--- src/rtl/stc_pkg.sv ---
package stc_pkg;
  localparam int unsigned SEL_W = 3;

  typedef enum logic [SEL_W-1:0] {
    START_OFF     = 3'd0,
    START_TX_EOF  = 3'd1,
    START_TX_DONE = 3'd2,
    START_RX_ACT  = 3'd3,
    START_RX_EOF  = 3'd4
  } start_sel_e;

  typedef enum logic [SEL_W-1:0] {
    STOP_ON_MATCH = 3'd0,
    STOP_TX_START = 3'd1,
    STOP_RX_ACT   = 3'd2,
    STOP_RX_IDLE  = 3'd3
  } stop_sel_e;
endpackage

--- src/rtl/stc_rx_edge.sv ---
module stc_rx_edge #(
  parameter logic RX_IDLE = 1'b1
) (
  input  logic clk_i,
  input  logic rst_ni,
  input  logic rx_line_i,
  output logic rx_act_o,
  output logic rx_idle_o
);
  logic line_q;

  always_ff @(posedge clk_i or negedge rst_ni) begin
    if (!rst_ni) line_q <= RX_IDLE;
    else         line_q <= rx_line_i;
  end

  assign rx_act_o  = (line_q == RX_IDLE) && (rx_line_i != RX_IDLE);
  assign rx_idle_o = (line_q != RX_IDLE) && (rx_line_i == RX_IDLE);

  a_r10_act_after_idle: assert property (@(posedge clk_i) disable iff (!rst_ni)
    rx_act_o |=> !rx_act_o);
  a_r10_edges_excl: assert property (@(posedge clk_i) disable iff (!rst_ni)
    rx_act_o |=> !$past(rx_idle_o));
endmodule

--- src/rtl/stc_evt_sel.sv ---
module stc_evt_sel
  import stc_pkg::*;
(
  input  logic [SEL_W-1:0] start_sel_i,
  input  logic [SEL_W-1:0] stop_sel_i,
  input  logic             tx_eof_i,
  input  logic             tx_done_i,
  input  logic             tx_start_i,
  input  logic             rx_eof_i,
  input  logic             rx_act_i,
  input  logic             rx_idle_i,
  output logic             start_o,
  output logic             stop_o,
  output logic             stop_on_match_o
);
  always_comb begin
    case (start_sel_i)
      START_TX_EOF:  start_o = tx_eof_i;
      START_TX_DONE: start_o = tx_done_i;
      START_RX_ACT:  start_o = rx_act_i;
      START_RX_EOF:  start_o = rx_eof_i;
      default:       start_o = 1'b0;   // off and reserved codes
    endcase
  end

  always_comb begin
    case (stop_sel_i)
      STOP_TX_START: stop_o = tx_start_i;
      STOP_RX_ACT:   stop_o = rx_act_i;
      STOP_RX_IDLE:  stop_o = rx_idle_i;
      default:       stop_o = 1'b0;
    endcase
  end

  assign stop_on_match_o = (stop_sel_i == STOP_ON_MATCH);
endmodule

--- src/rtl/stc_timer_core.sv ---
module stc_timer_core #(
  parameter int unsigned CNT_W = 8
) (
  input  logic             clk_i,
  input  logic             rst_ni,
  input  logic             start_i,
  input  logic             stop_i,
  input  logic             stop_on_match_i,
  input  logic             restart_en_i,
  input  logic             tick_i,
  input  logic [CNT_W-1:0] cmp_i,
  output logic             match_o,
  output logic             armed_o
);
  logic [CNT_W-1:0] cnt_q, cnt_d, cnt_inc;
  logic             armed_q, armed_d, match_q, hit, kill;

  assign cnt_inc = cnt_q + 1'b1;
  assign hit     = armed_q && tick_i && (cmp_i != '0) && (cnt_inc == cmp_i);
  assign kill    = stop_i || (hit && stop_on_match_i);

  always_comb begin
    cnt_d   = cnt_q;
    armed_d = armed_q;
    if (armed_q && tick_i) cnt_d = cnt_inc;
    if (hit && restart_en_i) cnt_d = '0;
    if (kill) begin
      armed_d = 1'b0;           // stop beats a same-cycle start
    end else if (start_i) begin
      armed_d = 1'b1;
      cnt_d   = '0;
    end
  end

  always_ff @(posedge clk_i or negedge rst_ni) begin
    if (!rst_ni) begin
      cnt_q   <= '0;
      armed_q <= 1'b0;
      match_q <= 1'b0;
    end else begin
      cnt_q   <= cnt_d;
      armed_q <= armed_d;
      match_q <= hit;
    end
  end

  assign match_o = match_q;
  assign armed_o = armed_q;

  a_r4_match_from_armed_tick: assert property (@(posedge clk_i) disable iff (!rst_ni)
    match_q |-> $past(armed_q && tick_i));
  a_r4_no_zero_match: assert property (@(posedge clk_i) disable iff (!rst_ni)
    match_q |-> ($past(cmp_i) != '0));
  a_r9_stop_wins: assert property (@(posedge clk_i) disable iff (!rst_ni)
    stop_i |=> !armed_q);
  a_r3_start_clears: assert property (@(posedge clk_i) disable iff (!rst_ni)
    (start_i && !stop_i && !stop_on_match_i) |=> (armed_q && cnt_q == '0));
  a_r7_restart_zero: assert property (@(posedge clk_i) disable iff (!rst_ni)
    (match_q && $past(restart_en_i)) |-> (cnt_q == '0));
  a_r1_arm_cause: assert property (@(posedge clk_i) disable iff (!rst_ni)
    $rose(armed_q) |-> $past(start_i));
  a_r6_hold_idle: assert property (@(posedge clk_i) disable iff (!rst_ni)
    (!armed_q && !start_i) |=> $stable(cnt_q));
endmodule

--- src/rtl/serial_tmo_cmp.sv ---
module serial_tmo_cmp
  import stc_pkg::*;
#(
  parameter int unsigned CMP_W   = 8,
  parameter logic        RX_IDLE = 1'b1
) (
  input  logic             clk_i,
  input  logic             rst_ni,
  input  logic [SEL_W-1:0] cfg_start_sel_i,
  input  logic [SEL_W-1:0] cfg_stop_sel_i,
  input  logic             cfg_restart_en_i,
  input  logic [CMP_W-1:0] cmp_val_i,
  input  logic             tick_i,
  input  logic             tx_eof_i,
  input  logic             tx_done_i,
  input  logic             tx_start_i,
  input  logic             rx_eof_i,
  input  logic             rx_line_i,
  output logic             match_o,
  output logic             armed_o
);
  logic rx_act, rx_idle, start_ev, stop_ev, stop_on_match;

  stc_rx_edge #(.RX_IDLE(RX_IDLE)) u_rx_edge (
    .clk_i     (clk_i),
    .rst_ni    (rst_ni),
    .rx_line_i (rx_line_i),
    .rx_act_o  (rx_act),
    .rx_idle_o (rx_idle)
  );

  stc_evt_sel u_evt_sel (
    .start_sel_i     (cfg_start_sel_i),
    .stop_sel_i      (cfg_stop_sel_i),
    .tx_eof_i        (tx_eof_i),
    .tx_done_i       (tx_done_i),
    .tx_start_i      (tx_start_i),
    .rx_eof_i        (rx_eof_i),
    .rx_act_i        (rx_act),
    .rx_idle_i       (rx_idle),
    .start_o         (start_ev),
    .stop_o          (stop_ev),
    .stop_on_match_o (stop_on_match)
  );

  stc_timer_core #(.CNT_W(CMP_W)) u_core (
    .clk_i           (clk_i),
    .rst_ni          (rst_ni),
    .start_i         (start_ev),
    .stop_i          (stop_ev),
    .stop_on_match_i (stop_on_match),
    .restart_en_i    (cfg_restart_en_i),
    .tick_i          (tick_i),
    .cmp_i           (cmp_val_i),
    .match_o         (match_o),
    .armed_o         (armed_o)
  );

  a_r2_arm_needs_valid_code: assert property (@(posedge clk_i) disable iff (!rst_ni)
    $rose(armed_o) |-> ($past(cfg_start_sel_i) != 3'd0 && $past(cfg_start_sel_i) <= 3'd4));
  a_r12_idle_after_reset: assert property (@(posedge clk_i) disable iff (!rst_ni)
    $rose(rst_ni) |-> (!armed_o && !match_o));
endmodule

--- config.mk ---
export PLATFORM = sky130hd
export DESIGN_NAME = serial_tmo_cmp
export DESIGN_NICKNAME = d
export VERILOG_FILES = /design/src/rtl/stc_pkg.sv /design/src/rtl/stc_rx_edge.sv /design/src/rtl/stc_evt_sel.sv /design/src/rtl/stc_timer_core.sv /design/src/rtl/serial_tmo_cmp.sv
export SDC_FILE = /design/constraint.sdc
export NUM_CORES = 1
export LEC_CHECK = 0
export ABC_CLOCK_PERIOD_IN_PS = 2150
export BUFFER_PORTS_ARGS = -buffer_cell sky130_fd_sc_hd__buf_2
export CAP_MARGIN = 30
export CORE_MARGIN = 8
export CORE_UTILIZATION = 30
export DETAILED_ROUTE_END_ITERATION = 7
export HOLD_SLACK_MARGIN = 0.05
export PLACE_DENSITY = 0.55
export SLEW_MARGIN = 20
export SYNTH_ARGS = -nofsm -noshare
export SYNTH_HDL_FRONTEND = slang
export SYNTH_SLANG_ARGS = --single-unit
export TNS_END_PERCENT = 20
--- constraint.sdc ---
create_clock -name clk_i -period 2.15 [get_ports clk_i]
set_input_delay 0.5375 -clock clk_i [delete_from_list [all_inputs] [get_ports clk_i]]
set_output_delay 0.5375 -clock clk_i [all_outputs]
set_load 0.05 [all_outputs]
# Yosys cells after proc, flatten, opt, wreduce, memory -nomap -nowiden
# Index checks and enable logic that the tools add are counted.
word_totals:
  regBits: 11
  output_inout_bits: 2
  input_bits: 23
op_classes:
  n_reduce_logical: 11
  bitwise: 2
  n_mux: 8
  n_eq_ne: 8
  addsub: 1
ops:
  columns: ["op", "n"]
  rows:
  - ["$mux 8", 4]
  - ["$eq 3x2->1 const B", 4]
  - ["$add 8x1->8 const B", 1]
  - ["$eq 8x8->1", 1]
  - ["$reduce_bool 8->1", 1]
  - ["$logic_and 1x1->1", 7]
  - ["$eq 3x1->1 const B", 2]
  - ["$pmux 1 s4", 1]
  - ["$eq 3x3->1 const B", 1]
  - ["$logic_not 3->1", 1]
  - ["$pmux 1 s3", 1]
  - ["$mux 1", 2]
  - ["$not 1->1", 2]
  - ["$reduce_bool 2->1", 1]
  - ["$logic_or 1x1->1", 1]

# Longest topological paths before layout
# Gate-level depths: netlist of the first run.
depth:
  word_depth: 7
  ltp_mapped: 8

# Modules after synthesis
# From an unflattened synthesis of the first run, not the netlist that was laid out.
unflattened:
  cells_unflattened: 96
  area_unflattened_um2: 888.4
modules_own_cells:
  columns: ["mod", "area_each_um2", "seq_area_each_um2", "instances", "cells_each"]
  rows:
  - ["stc_timer_core", 769.5, 250.2, 1, 81]
  - ["stc_evt_sel", 77.6, 0.0, 1, 12]
  - ["stc_rx_edge", 41.3, 26.3, 1, 3]

# Worst setup path after synthesis of the first run
# Ideal clock, no wire load.
synth_timing:
  kind: "reg2reg"
  start: "register u_core.armed_q (netlist: u_core.armed_o)"
  end: "register u_core.cnt_q[0]"
  setup_ps: 141
  n_path_buf: 1
  path_stages_with_launch: 8
  t_arrival_ps: 2001
  setup_slack_ps: 8
  synth_period_minus_slack_ps: 2142
  required_ps: 2009
  cell_sequence: "dfrtp_1 -> nand2_1 -> a211oi_1 -> nand3_1 -> nor4b_4 -> and2_1 -> buf_6 -> nor3_2"
synth_between:
  elab_chain_cells: 7
  word_cells_on_any_way: 10
  cone_classes: "mux (4); reduce/logical (6)"
synth_lines:
  columns: ["element", "line_no", "rtl"]
  rows:
  - ["start, declared", "stc_timer_core.sv:16", "logic armed_q, armed_d, match_q, hit, kill;"]
  - ["start signal, assigned", "stc_timer_core.sv:42", "armed_q <= armed_d;"]
  - ["$logic_and 1x1->1 (*) (3 in series)", "stc_timer_core.sv:19", "assign hit = armed_q && tick_i && (cmp_i != '0) && (cnt_inc == cmp_i);"]
  - ["via u_core.hit", "stc_timer_core.sv:16", null]
  - ["$logic_and 1x1->1", "stc_timer_core.sv:26", "if (hit && restart_en_i) cnt_d = '0;"]
  - ["$mux 8", "stc_timer_core.sv:26", null]
  - ["$mux 8", "stc_timer_core.sv:29", "end else if (start_i) begin"]
  - ["$mux 8 (*)", "stc_timer_core.sv:27", "if (kill) begin"]
  - ["via u_core.cnt_d[0]", "stc_timer_core.sv:15", "logic [CNT_W-1:0] cnt_q, cnt_d, cnt_inc;"]
  - ["end signal, assigned", "stc_timer_core.sv:41", "cnt_q <= cnt_d;"]
  - ["end, declared", "stc_timer_core.sv:15", null]
# Mark *: on every way through the listed nets, which the timed path passes. The rest lies on a longest branch.
# A chain may end at the register's enable or synchronous reset.

# Final worst setup path of the first run
layout_timing:
  start: "register u_core.cnt_q[1]"
  end: "register u_core.cnt_q[6]"
layout_between:
  elab_chain_cells: 7
  word_cells_on_any_way: 10
  cone_classes: "add/sub (1); eq/ne (1); mux (4); reduce/logical (4)"
layout_lines:
  columns: ["element", "line_no", "rtl"]
  rows:
  - ["$add 8x1->8 (*)", "stc_timer_core.sv:18", "assign cnt_inc = cnt_q + 1'b1;"]
  - ["$eq 8x8->1 (*)", "stc_timer_core.sv:19", null]
  - ["$logic_and 1x1->1 (*)", "stc_timer_core.sv:19", null]
  - ["via u_core.hit", "stc_timer_core.sv:16", null]
  - ["$logic_and 1x1->1", "stc_timer_core.sv:26", null]
  - ["$mux 8", "stc_timer_core.sv:26", null]
  - ["$mux 8", "stc_timer_core.sv:29", null]
  - ["$mux 8 (*)", "stc_timer_core.sv:27", null]
  - ["via u_core.cnt_d[6]", "stc_timer_core.sv:15", null]
# Marks and branches as above.

==> impl_results.md, run 1 <==
- Placed Area: 1100 um2
- Clock transition at path regs: 0.07 ns
- Area occupied by registers: 277 um2
- Hold crit path type: input port to async pin
- Overflow after GRT: 0
- Avg Cell Area, Syn: 9.77 um2
- Fillers: 285
- Max_slew headroom: 75.8%
- Initial DRC count: 45
- Via count: 802
- Worst-path fanout max: 5
- Syn Nets: 113
- Share of layout cells above drive strength 1: 45.7%
- Core Footprint: about 2800 um2
- Clock Skew: between 0.007 and 0.008 ns
- Ys flop type: dfrtp_1
- Register area share after synthesis: 31.8%
- FF+latch count, synth: 11
- Antenna violations before repair: 0
- Rows: 19
- Mapped Area: 870 um2
- Setup-failing EPs final: 0
- Flop-to-flop setup slack: 0.07 ns
- Vias per inst: roughly 5
- Top cells by count, synth: dfrtp_1 (10), xnor2_1 (10), nor3_2 (8)
- WP data arrival: about 2.3 ns
- H-tree depth: 1
- TritonCTS clock tree: built
- Fin crit share: 96.8%
- Number of remaining DRC errors: 0
- Final worst path period need: about 2.1 ns
- Wire length per cell: about 14 um
- CTS Root Cell: clkbuf_4
- Fin nets: 154
- Total GRT Usage: 9.36%
- Initial Utilization: a little under a third
- Hpwl dp: 1.84 mm
- Clock buffer depth: 2
- Number of distinct library cells after synthesis: 35
- Clock Latency Late Sink: 0.27 ns
- Ant. Diodes: 0
- Peak VDD IR: roughly 0.00036 V
- Slew @ Worst Pin: 0.361 ns
- Status: complete, no violations
- Leakage: 0.515 nW
- CP Launch Type: flop
- Worst hold margin: between 0.1 and 0.15 ns
- Die Wd: 69.8 um
- Die Area: 4880 um2
- TritonCTS Buffers: 3
- Fin. max-slew vios: 0
- Max_cap viols: 0
- Ys async rst share: 100%
- CP Class: flop to flop
- Antenna-violating nets left: 0
- Ports: 25
- Biggest area consumer among synthesized cells: dfrtp_1
- RSZ-0062 raised after global routing: true
- Initial DRT Pass Iterations: 4
- Hold bufs inserted after CTS: 0
- Gate Count Post-Synth: 89
- Clock sink total: 11
- Multi-input gate area: about 590 um2
- Worst setup margin: 0.0698 ns
- Final Hold Viols: 0
- Final Instance Area: 1170 um2
- Ys Warns: 0
- Number of global-route vias before repair: 904
- Pwr dens: about 640 nW/um2
- Total chip power: roughly 750 uW
- EDFF count, synth: 0
- Largest net degree at the start of global routing: 12
- Final core utilization: 42.6%
- Crit end category: flop
- First-pass GRT wire length: 3.89 mm
- Drt total wl: 2.19 mm
- Die height: 69.8 um
- WP data required: about 2.3 ns
- Pre-CTS setup slack: -0.147 ns
- Gpl congestion: 0.757
- Fmax: 0.481 GHz
- PortBufs: 24
- Ranking of synthesized cells by area: dfrtp_1 (29%), xnor2_1 (10%), nor3_2 (9.2%), xor2_1 (6.0%), dfstp_2 (3.0%)
- Yosys top cell area share: 28.8%
- Area delta synth->final: 35.1%
==> layer usage <==
metal | up-vias | share of wire, % | GRT usage, %
met5 | - | 0 | 0
met3 | 4 | 5.5 | 2.29
met2 | 32 | 49 | 15.4
met1 | 368 | 44 | 11.0
met4 | 0 | 0.87 | 4.46
li1 | 398 | - | -
==> cells by family after synthesis <==
group	count (synthesis)	synth area share (%)
buffers and inverters	5	3.16
XOR/XNOR	16	16.1
flip-flops	11	31.8
AND/OR/NAND/NOR	37	30.2
adder cells (fa/ha/maj)	1	1.44
multiplexers	1	1.15
AO/OA/AOI/OAI	18	16.1
==> power by group <==
| part | leakage, nW | total (mW) | internal (mW) | switching [mW] |
|---|---|---|---|---|
| Sequential | 0.145 | 0.283 | 0.238 | 0.0452 |
| Clock | 0.0150 | 0.138 | 0.0717 | 0.0667 |
| Combinational | 0.355 | 0.333 | 0.176 | 0.158 |
| Total | 0.515 | 0.754 | 0.485 | 0.270 |
==> placed cells by master, fill, tap and decap left out, types with 4 or more instances in the layout <==
cell type	n
a21oi_1	4
buf_2	24
buf_4	11
dfrtp_1	10
nand2_1	5
nor2_1	4
nor3_1	5
nor3_2	8
xnor2_1	10
xor2_1	6
==> timing repair <==
| item | in CTS | in global routing |
|---|---|---|
| pin swaps | 2 | 3 |
| setup endpoints to repair | 2 | 9 |
| gates resized for setup | 2 | 5 |
| setup buffers | 2 | 0 |
==> worst paths after layout <==
| check | start | to | cells after the start |
|---|---|---|---|
| setup / recovery | u_core.cnt_q[1] | u_core.cnt_q[6] | 8 |
| hold / removal | rst_ni | u_core.cnt_q[7] | 1 |
| setup reg to reg | u_core.cnt_q[1] | u_core.cnt_q[6] | 8 |
| hold reg to reg | u_core.armed_o | u_core.armed_o | 2 |
| max in group asynchronous | rst_ni | u_rx_edge.line_q | 1 |
| min in group clk_i | rx_line_i | u_rx_edge.line_q | 1 |
==> registers in the layout, summed over array words and instances, names as in the netlist <==
register and cells:
u_core.armed_o 1, u_rx_edge.line_q 1, u_core.cnt_q 8, u_core.match_o 1
==> stage by stage <==
step	std cells	setup TNS (ns)
after floorplan	89	0
after global placement	154	-0.232
after detailed placement	154	-0.949
after CTS	160	0
after global routing	160	-0.0944
final	160	0
==> cell type report <==
cell class / instances / share of cell area, %
multi-input combinational: 73 / 49.8
sequential: 11 / 23.5
timing repair buffer: 38 / 20.1
tap: 31 / 3.30
clock buffer: 4 / 2.24
inverter: 3 / 0.958
==> critical path: stages, from the launching register on <==
cell and delay [ns]:
dfrtp_1 0.41, buf_6 0.13, nand3_4 0.07, or3_4 0.39, a211oi_2 0.19, nor4b_4 0.36
a211oi_4 0.11, buf_6 0.15, nor3_2 0.18
(Power assumes the default switching activity.)
==> run 2: changes to the inputs <==
CTS_BUF_LIST = sky130_fd_sc_hd__clkbuf_16   (was default)
==> run 2 against run 1 <==
  * Setup slack improved by 0.011 ns
  * Clock skew shrank 0.0045 ns
  * Core utilization is 2.1 points higher
  * Count of clock-buffer cells in the layout shrank 1
  * Power increased by 23%
  * Sequential share of layout area fell by 1.0 points
  * First-iteration DRC count decreased by 8.9%
  * Critical path type unchanged
  * Flip-flop and latch count stayed put
  * Global-route usage fell by 0.12 points
  * Final cell count decreased by 0.63%
  * Critical path depth stayed put
  * Clock power up 140%
  * Largest cell class unchanged
==> impl_results.md, run 2 (same netlist as run 1, synthesis figures left out) <==
- Antenna violations before repair: 0 (unchanged)
- Sequential share of power: 31.0% (-6.5 points)
- Final worst path period need: 2.07 ns (-0.0108 ns)
- Clock transition at path regs: 0.04 ns (-0.03 ns)
- Most flops, register: u_core.cnt_q
- Post-route insts no fill: 159 (-0.63%)
- Clock sink total: 11 (unchanged)
- Fin crit share: 96.3% (-0.50 points)
- Crit-path slowest cell: dfrtp_1
- WP data required: 2.30 ns (-0.03 ns)
- Fin nets: 153 (-0.65%)
- Area delta synth->final: 41.9%
- Slew @ Worst Pin: 0.364 ns (+0.00285 ns)
- Hold crit path type: input port to async pin
- Placed cells: 154 (unchanged)
- Fin. max-slew vios: 0 (unchanged)
- TritonCTS Buffers: 3 (unchanged)
- Top delay family on crit path: simple AND/OR/NAND/NOR gates
- Gpl congestion: 0.757 (unchanged)
- Most frequent cells in the layout: buf_2 (24), xnor2_1 (10), buf_4 (10)
- Via count: 793 (-1.1%)
- Drt total wl: 2.14 mm (-2.3%)
- Die Wd: 69.8 um (unchanged)
- Antenna-violating nets left: 0 (unchanged)
- H-tree depth: 1 (unchanged)
- Crit path buffers/inverters: 2 (unchanged)
- Initial Utilization: 31.5% (unchanged)
- Setup TNS Final: 0 ns (unchanged)
- Final Instance Area: 1230 um2 (+5.0%)
- Largest net degree at the start of global routing: 12 (unchanged)
- Final core utilization: 44.7% (+2.1 points)
- CP startpoint: u_core.cnt_q[0]
- Worst-path fanout max: 5 (unchanged)
- Critical Path Max Stage Delay: 0.40 ns (about the same)
- Cells along the critical path: buf_6, nand3_4, or3_4, a211oi_2, nor4b_4, a211oi_4, buf_6, nor3_4
- Hpwl dp: 1.84 mm (unchanged)
- Vias per inst: 4.99 (-0.50%)
- Status: complete, no violations
- Crit end category: flop
- TritonCTS clock tree: built
- CP Launch Type: flop
- Worst R2R Start: u_core.cnt_q[0]
- Total GRT Usage: 9.24% (-0.12 points)
- NetSw: 281 uW (+4.1%)
- Ant. Diodes: 0 (unchanged)
- Leading cell type in the layout, fill and taps excluded: buf_2
- Peak VDD IR: 0.000366 V (+2.3%)
- Total chip power: 926 uW (+23%)
- Pwr dens: 750 nW/um2 (+17%)
- Die height: 69.8 um (unchanged)
- Comb pwr share: 33.9% (-10 points)
- Setup-failing EPs final: 0 (unchanged)
- Clock power frac: 35.1% (+17 points)
- Core Footprint: 2760 um2 (unchanged)
- Final Hold Viols: 0 (unchanged)
- Overflow after GRT: 0 (unchanged)
- Placed Area: 1100 um2 (unchanged)
- Max_cap viols: 0 (unchanged)
- Rows: 19 (unchanged)
- CTS Root Cell: clkbuf_16
- First-pass GRT wire length: 3.80 mm (-2.3%)
- Fmax: 0.483 GHz (+0.52%)
- Wire length per cell: 13.5 um (-1.7%)
- Initial DRT Pass Iterations: 6 (+2)
- Leakage: 0.534 nW (+3.7%)
- Switching share of power: 30.3% (-5.4 points)
- Die Area: 4880 um2 (unchanged)
- Clock Latency Late Sink: 0.23 ns (-0.04 ns)
- Int Power: 645 uW (+33%)
- Ports: 25 (unchanged)
- Initial DRC count: 41 (-8.9%)
- Max_slew headroom: 75.8% (-0.088 points)
- Clock buffer depth: 2 (unchanged)
- Clock Skew: 0.00298 ns (-0.00452 ns)
- PortBufs: 24 (unchanged)
- CP Class: flop to flop
- Number of global-route vias before repair: 902 (-0.22%)
- WP data arrival: 2.22 ns (-0.04 ns)
- Share of layout cells above drive strength 1: 46.1% (+0.36 points)
- Number of remaining DRC errors: 0 (unchanged)
- RSZ-0062 raised after global routing: true
- Max FFs per register: 8 (unchanged)
- CP most frequent cell: buf_6
-- run 2: cell type report --
cell class,count,area [um2]
Timing Repair Buffer,37,229
Clock buffer,3,75.1
Multi-Input combinational cell,73,598
Tap cell,31,38.8
Inverter,3,11.3
Fill cell,282,1520
Clock inverter,1,3.75
Sequential cell,11,278
-- run 2: power groups by stage --
stage                     registers, mW  logic [mW]  clock network (mW)
after floorplan                   0.294       0.158                   0
after global placement            0.276       0.265                   0
after detailed placement          0.278       0.267                   0
after CTS                         0.288       0.305               0.332
after global routing              0.293       0.347               0.349
final                             0.287       0.314               0.325
-- run 2: worst paths after layout --
check                      slack [ns]  depth (start not counted)               end
max                              0.08                          8   u_core.cnt_q[6]
min reg2reg                      0.56                          2    u_core.armed_o
min                              0.16                          1   u_core.cnt_q[7]
max in group asynchronous        1.73                          1  u_rx_edge.line_q
max reg2reg                      0.08                          8   u_core.cnt_q[6]
min in group clk_i               0.42                          1  u_rx_edge.line_q
-- run 2: through the flow --
stage / worst slack (ns) / hold slack (ns)
detailed placement: -0.147 / 0.418
global route: -0.0162 / 0.181
CTS: 0.00612 / 0.171
finish: 0.0805 / 0.164
floorplan: 0.00765 / 0.242
global placement: -0.0434 / 0.417
-- run 2: routing by layer --
metal  GRT usage (%)  share of wire, %  vias to the layer above
met1            10.6                43                      364
li1                -                 -                      397
met3            2.72               5.6                        4
met2            15.2                50                       28
met5               0                 0                        -
met4            4.46               1.3                        0
-- run 2: timing repair --
item / 4_1_cts / 5_1_grt
setup buffers: 1 / 0
pin swaps: 3 / 3
resized for setup: 3 / 6
setup endpoints to repair: 2 / 8
hold buffers: 0 / 0
==> run 3: changes to the inputs <==
ABC_CLOCK_PERIOD_IN_PS = 2500   (was 2150)
PLACE_DENSITY = 0.53   (was 0.55)
clock period = 2.5 ns   (was 2.15 ns; I/O delays follow)
==> run 3 against run 2 <==
  * Routed wire length fell by 10%
  * Clock skew fell by 0.0012 ns
  * Final cell count fell by 6.3%
  * Via count fell by 6.7%
  * Sequential power fell by 14%
  * Power fell by 21%
  * Fmax fell by 9.2%
  * Setup slack improved by 0.14 ns
  * Flip-flop and latch count did not move
  * Die area did not move
==> impl_results.md, run 3 (same netlist as run 1, synthesis figures left out) <==
- Clock Skew: 0.00174 ns (-0.00124 ns)
- CP Class: flop to flop
- Reg-to-reg endpoint: u_core.cnt_q[7]
- RSZ-0062 raised after global routing: false
- Antenna violations before repair: 0 (unchanged)
- Setup-failing EPs final: 0 (unchanged)
- Antenna-violating nets left: 0 (unchanged)
- Fin crit share: 91.2% (-5.1 points)
- Setup TNS Final: 0 ns (unchanged)
- Area delta synth->final: 28.1%
- Via count: 740 (-6.7%)
- Vias per inst: 4.97 (-0.42%)
- # Post-CTS Setup Buffers: 0 (-1)
- Most frequent cells in the layout: buf_2 (24), xnor2_1 (10), dfrtp_1 (10)
- H-tree depth: 1 (unchanged)
- Initial Utilization: 31.5% (unchanged)
- Max_slew headroom: 74.4% (-1.4 points)
- Overflow after GRT: 0 (unchanged)
- Clock Latency Late Sink: 0.24 ns (about the same)
- Gpl congestion: 0.715 (-5.5%)
- Slew @ Worst Pin: 0.383 ns (+0.0191 ns)
- CP Launch Type: flop
- Post_cts resized: 0 (-3)
- Rows: 19 (unchanged)
- Flop-to-flop setup slack: 0.22 ns (+0.14 ns)
- Int Power: 507 uW (-21%)
- Hpwl dp: 1.66 mm (-9.9%)
- CP startpoint: u_core.cnt_q[0]
- NetSw: 222 uW (-21%)
- Path depth of the worst reg2reg path: 8 (unchanged)
- PortBufs: 24 (unchanged)
- Worst-path fanout max: 8 (+3)
- Clock sink total: 11 (unchanged)
- Core Footprint: 2760 um2 (unchanged)
- Max_cap viols: 0 (unchanged)
- Ports: 25 (unchanged)
- Die Area: 4880 um2 (unchanged)
- Hold bufs inserted after CTS: 0 (unchanged)
- Max FFs per register: 8 (unchanged)
- Leakage: 0.484 nW (-9.4%)
- Crit end category: flop
- Ant. Diodes: 0 (unchanged)
- Clock power frac: 39.0% (+3.9 points)
- Pre-CTS setup slack: 0.125 ns (+0.271 ns)
- Fin. max-slew vios: 0 (unchanged)
- Hold crit path type: input port to async pin
- Wire length per cell: 12.9 um (-4.0%)
- Comb pwr share: 27.0% (-6.9 points)
- Switching share of power: 30.5% (+0.18 points)
- First-pass GRT wire length: 3.48 mm (-8.5%)
- Final worst path period need: 2.28 ns (+0.210 ns)
- Clock buffer depth: 2 (unchanged)
- WP data arrival: 2.44 ns (+0.22 ns)
- Number of remaining DRC errors: 0 (unchanged)
- Number of global-route vias before repair: 823 (-8.8%)
- Die height: 69.8 um (unchanged)
- Status: complete, no violations
- Share of layout cells above drive strength 1: 38.1% (-8.0 points)
- Initial DRT Pass Iterations: 2 (-4)
- TritonCTS clock tree: built
- TritonCTS Buffers: 3 (unchanged)
- Final Hold Viols: 0 (unchanged)
- Leading cell type in the layout, fill and taps excluded: buf_2
- Clock transition at path regs: 0.04 ns (about the same)
- Drt total wl: 1.93 mm (-10%)
- Fin nets: 143 (-6.5%)
- Worst R2R Start: u_core.cnt_q[0]
- Worst setup margin: 0.221 ns (+0.140 ns)
- WP data required: 2.66 ns (+0.36 ns)
- Total GRT Usage: 8.62% (-0.62 points)
- Largest net degree at the start of global routing: 12 (unchanged)
- Die Wd: 69.8 um (unchanged)
- Fmax: 0.439 GHz (-9.2%)
- Sequential share of power: 33.9% (+2.9 points)
- Peak VDD IR: 0.000292 V (-20%)
- Initial DRC count: 30 (-27%)
- Most flops, register: u_core.cnt_q
- CTS Root Cell: clkbuf_16
- Pwr dens: 655 nW/um2 (-13%)
## run 3: changes by cell type in the layout (fill, tap and decap cells not counted), sizes merged
cell and delta:
buf -10
## run 3: cell type report
type	count	area [um2]
Fill cell	282	1640
Sequential cell	11	277
Timing Repair Buffer	27	143
Clock buffer	3	75.1
Inverter	3	11.3
Tap cell	31	38.8
Multi-Input combinational cell	73	566
Clock inverter	1	3.75
## run 3: metal layers
layer / up-vias / part of all wire [%] / GRT usage [%]
li1: 380 / - / -
met1: 332 / 47 / 9.73
met2: 23 / 45 / 13.6
met3: 5 / 4.9 / 2.43
met4: 0 / 2.9 / 6.03
met5: - / 0 / 0
## run 3: stage by stage
stage / power [mW] / hold WS (ns) / std cells / utilization, % / instance area (um2)
2_1_floorplan: 0.388 / 0.329 / 89 / - / 870
3_3_place_gp: 0.447 / 0.503 / 145 / 37.5 / 1030
3_5_place_dp: 0.451 / 0.509 / 145 / 37.5 / 1030
4_1_cts: 0.740 / 0.258 / 149 / 40.4 / 1110
5_1_grt: 0.781 / 0.259 / 149 / 40.4 / 1110
6_report: 0.730 / 0.248 / 149 / 40.4 / 1110
## run 3: how the worst max path moves through the flow
stage / cells after the start / to / slack [ns]
2_1_floorplan: 7 / u_core.cnt_q[0] / 0.36
3_3_place_gp: 8 / u_core.cnt_q[5] / 0.15
3_5_place_dp: 8 / u_core.cnt_q[4] / 0.12
4_1_cts: 8 / u_core.cnt_q[4] / 0.21
5_1_grt: 8 / u_core.cnt_q[4] / 0.02
6_report: 8 / u_core.cnt_q[7] / 0.22
## run 3: power by group through the flow
stage | logic, mW | clock network, mW | registers, mW
2_1_floorplan | 0.136 | 0 | 0.252
4_1_cts | 0.201 | 0.291 | 0.248
3_3_place_gp | 0.197 | 0 | 0.249
3_5_place_dp | 0.200 | 0 | 0.250
6_report | 0.197 | 0.285 | 0.248
5_1_grt | 0.222 | 0.306 | 0.252
## run 3: worst max-delay path: stages (launching register included)
cell,delay [ns]
dfrtp_1,0.45
ha_1,0.26
nand3_1,0.21
o21ai_0,0.25
o31ai_2,0.13
nor4b_4,0.44
a211oi_4,0.10
buf_4,0.19
nor3_2,0.18
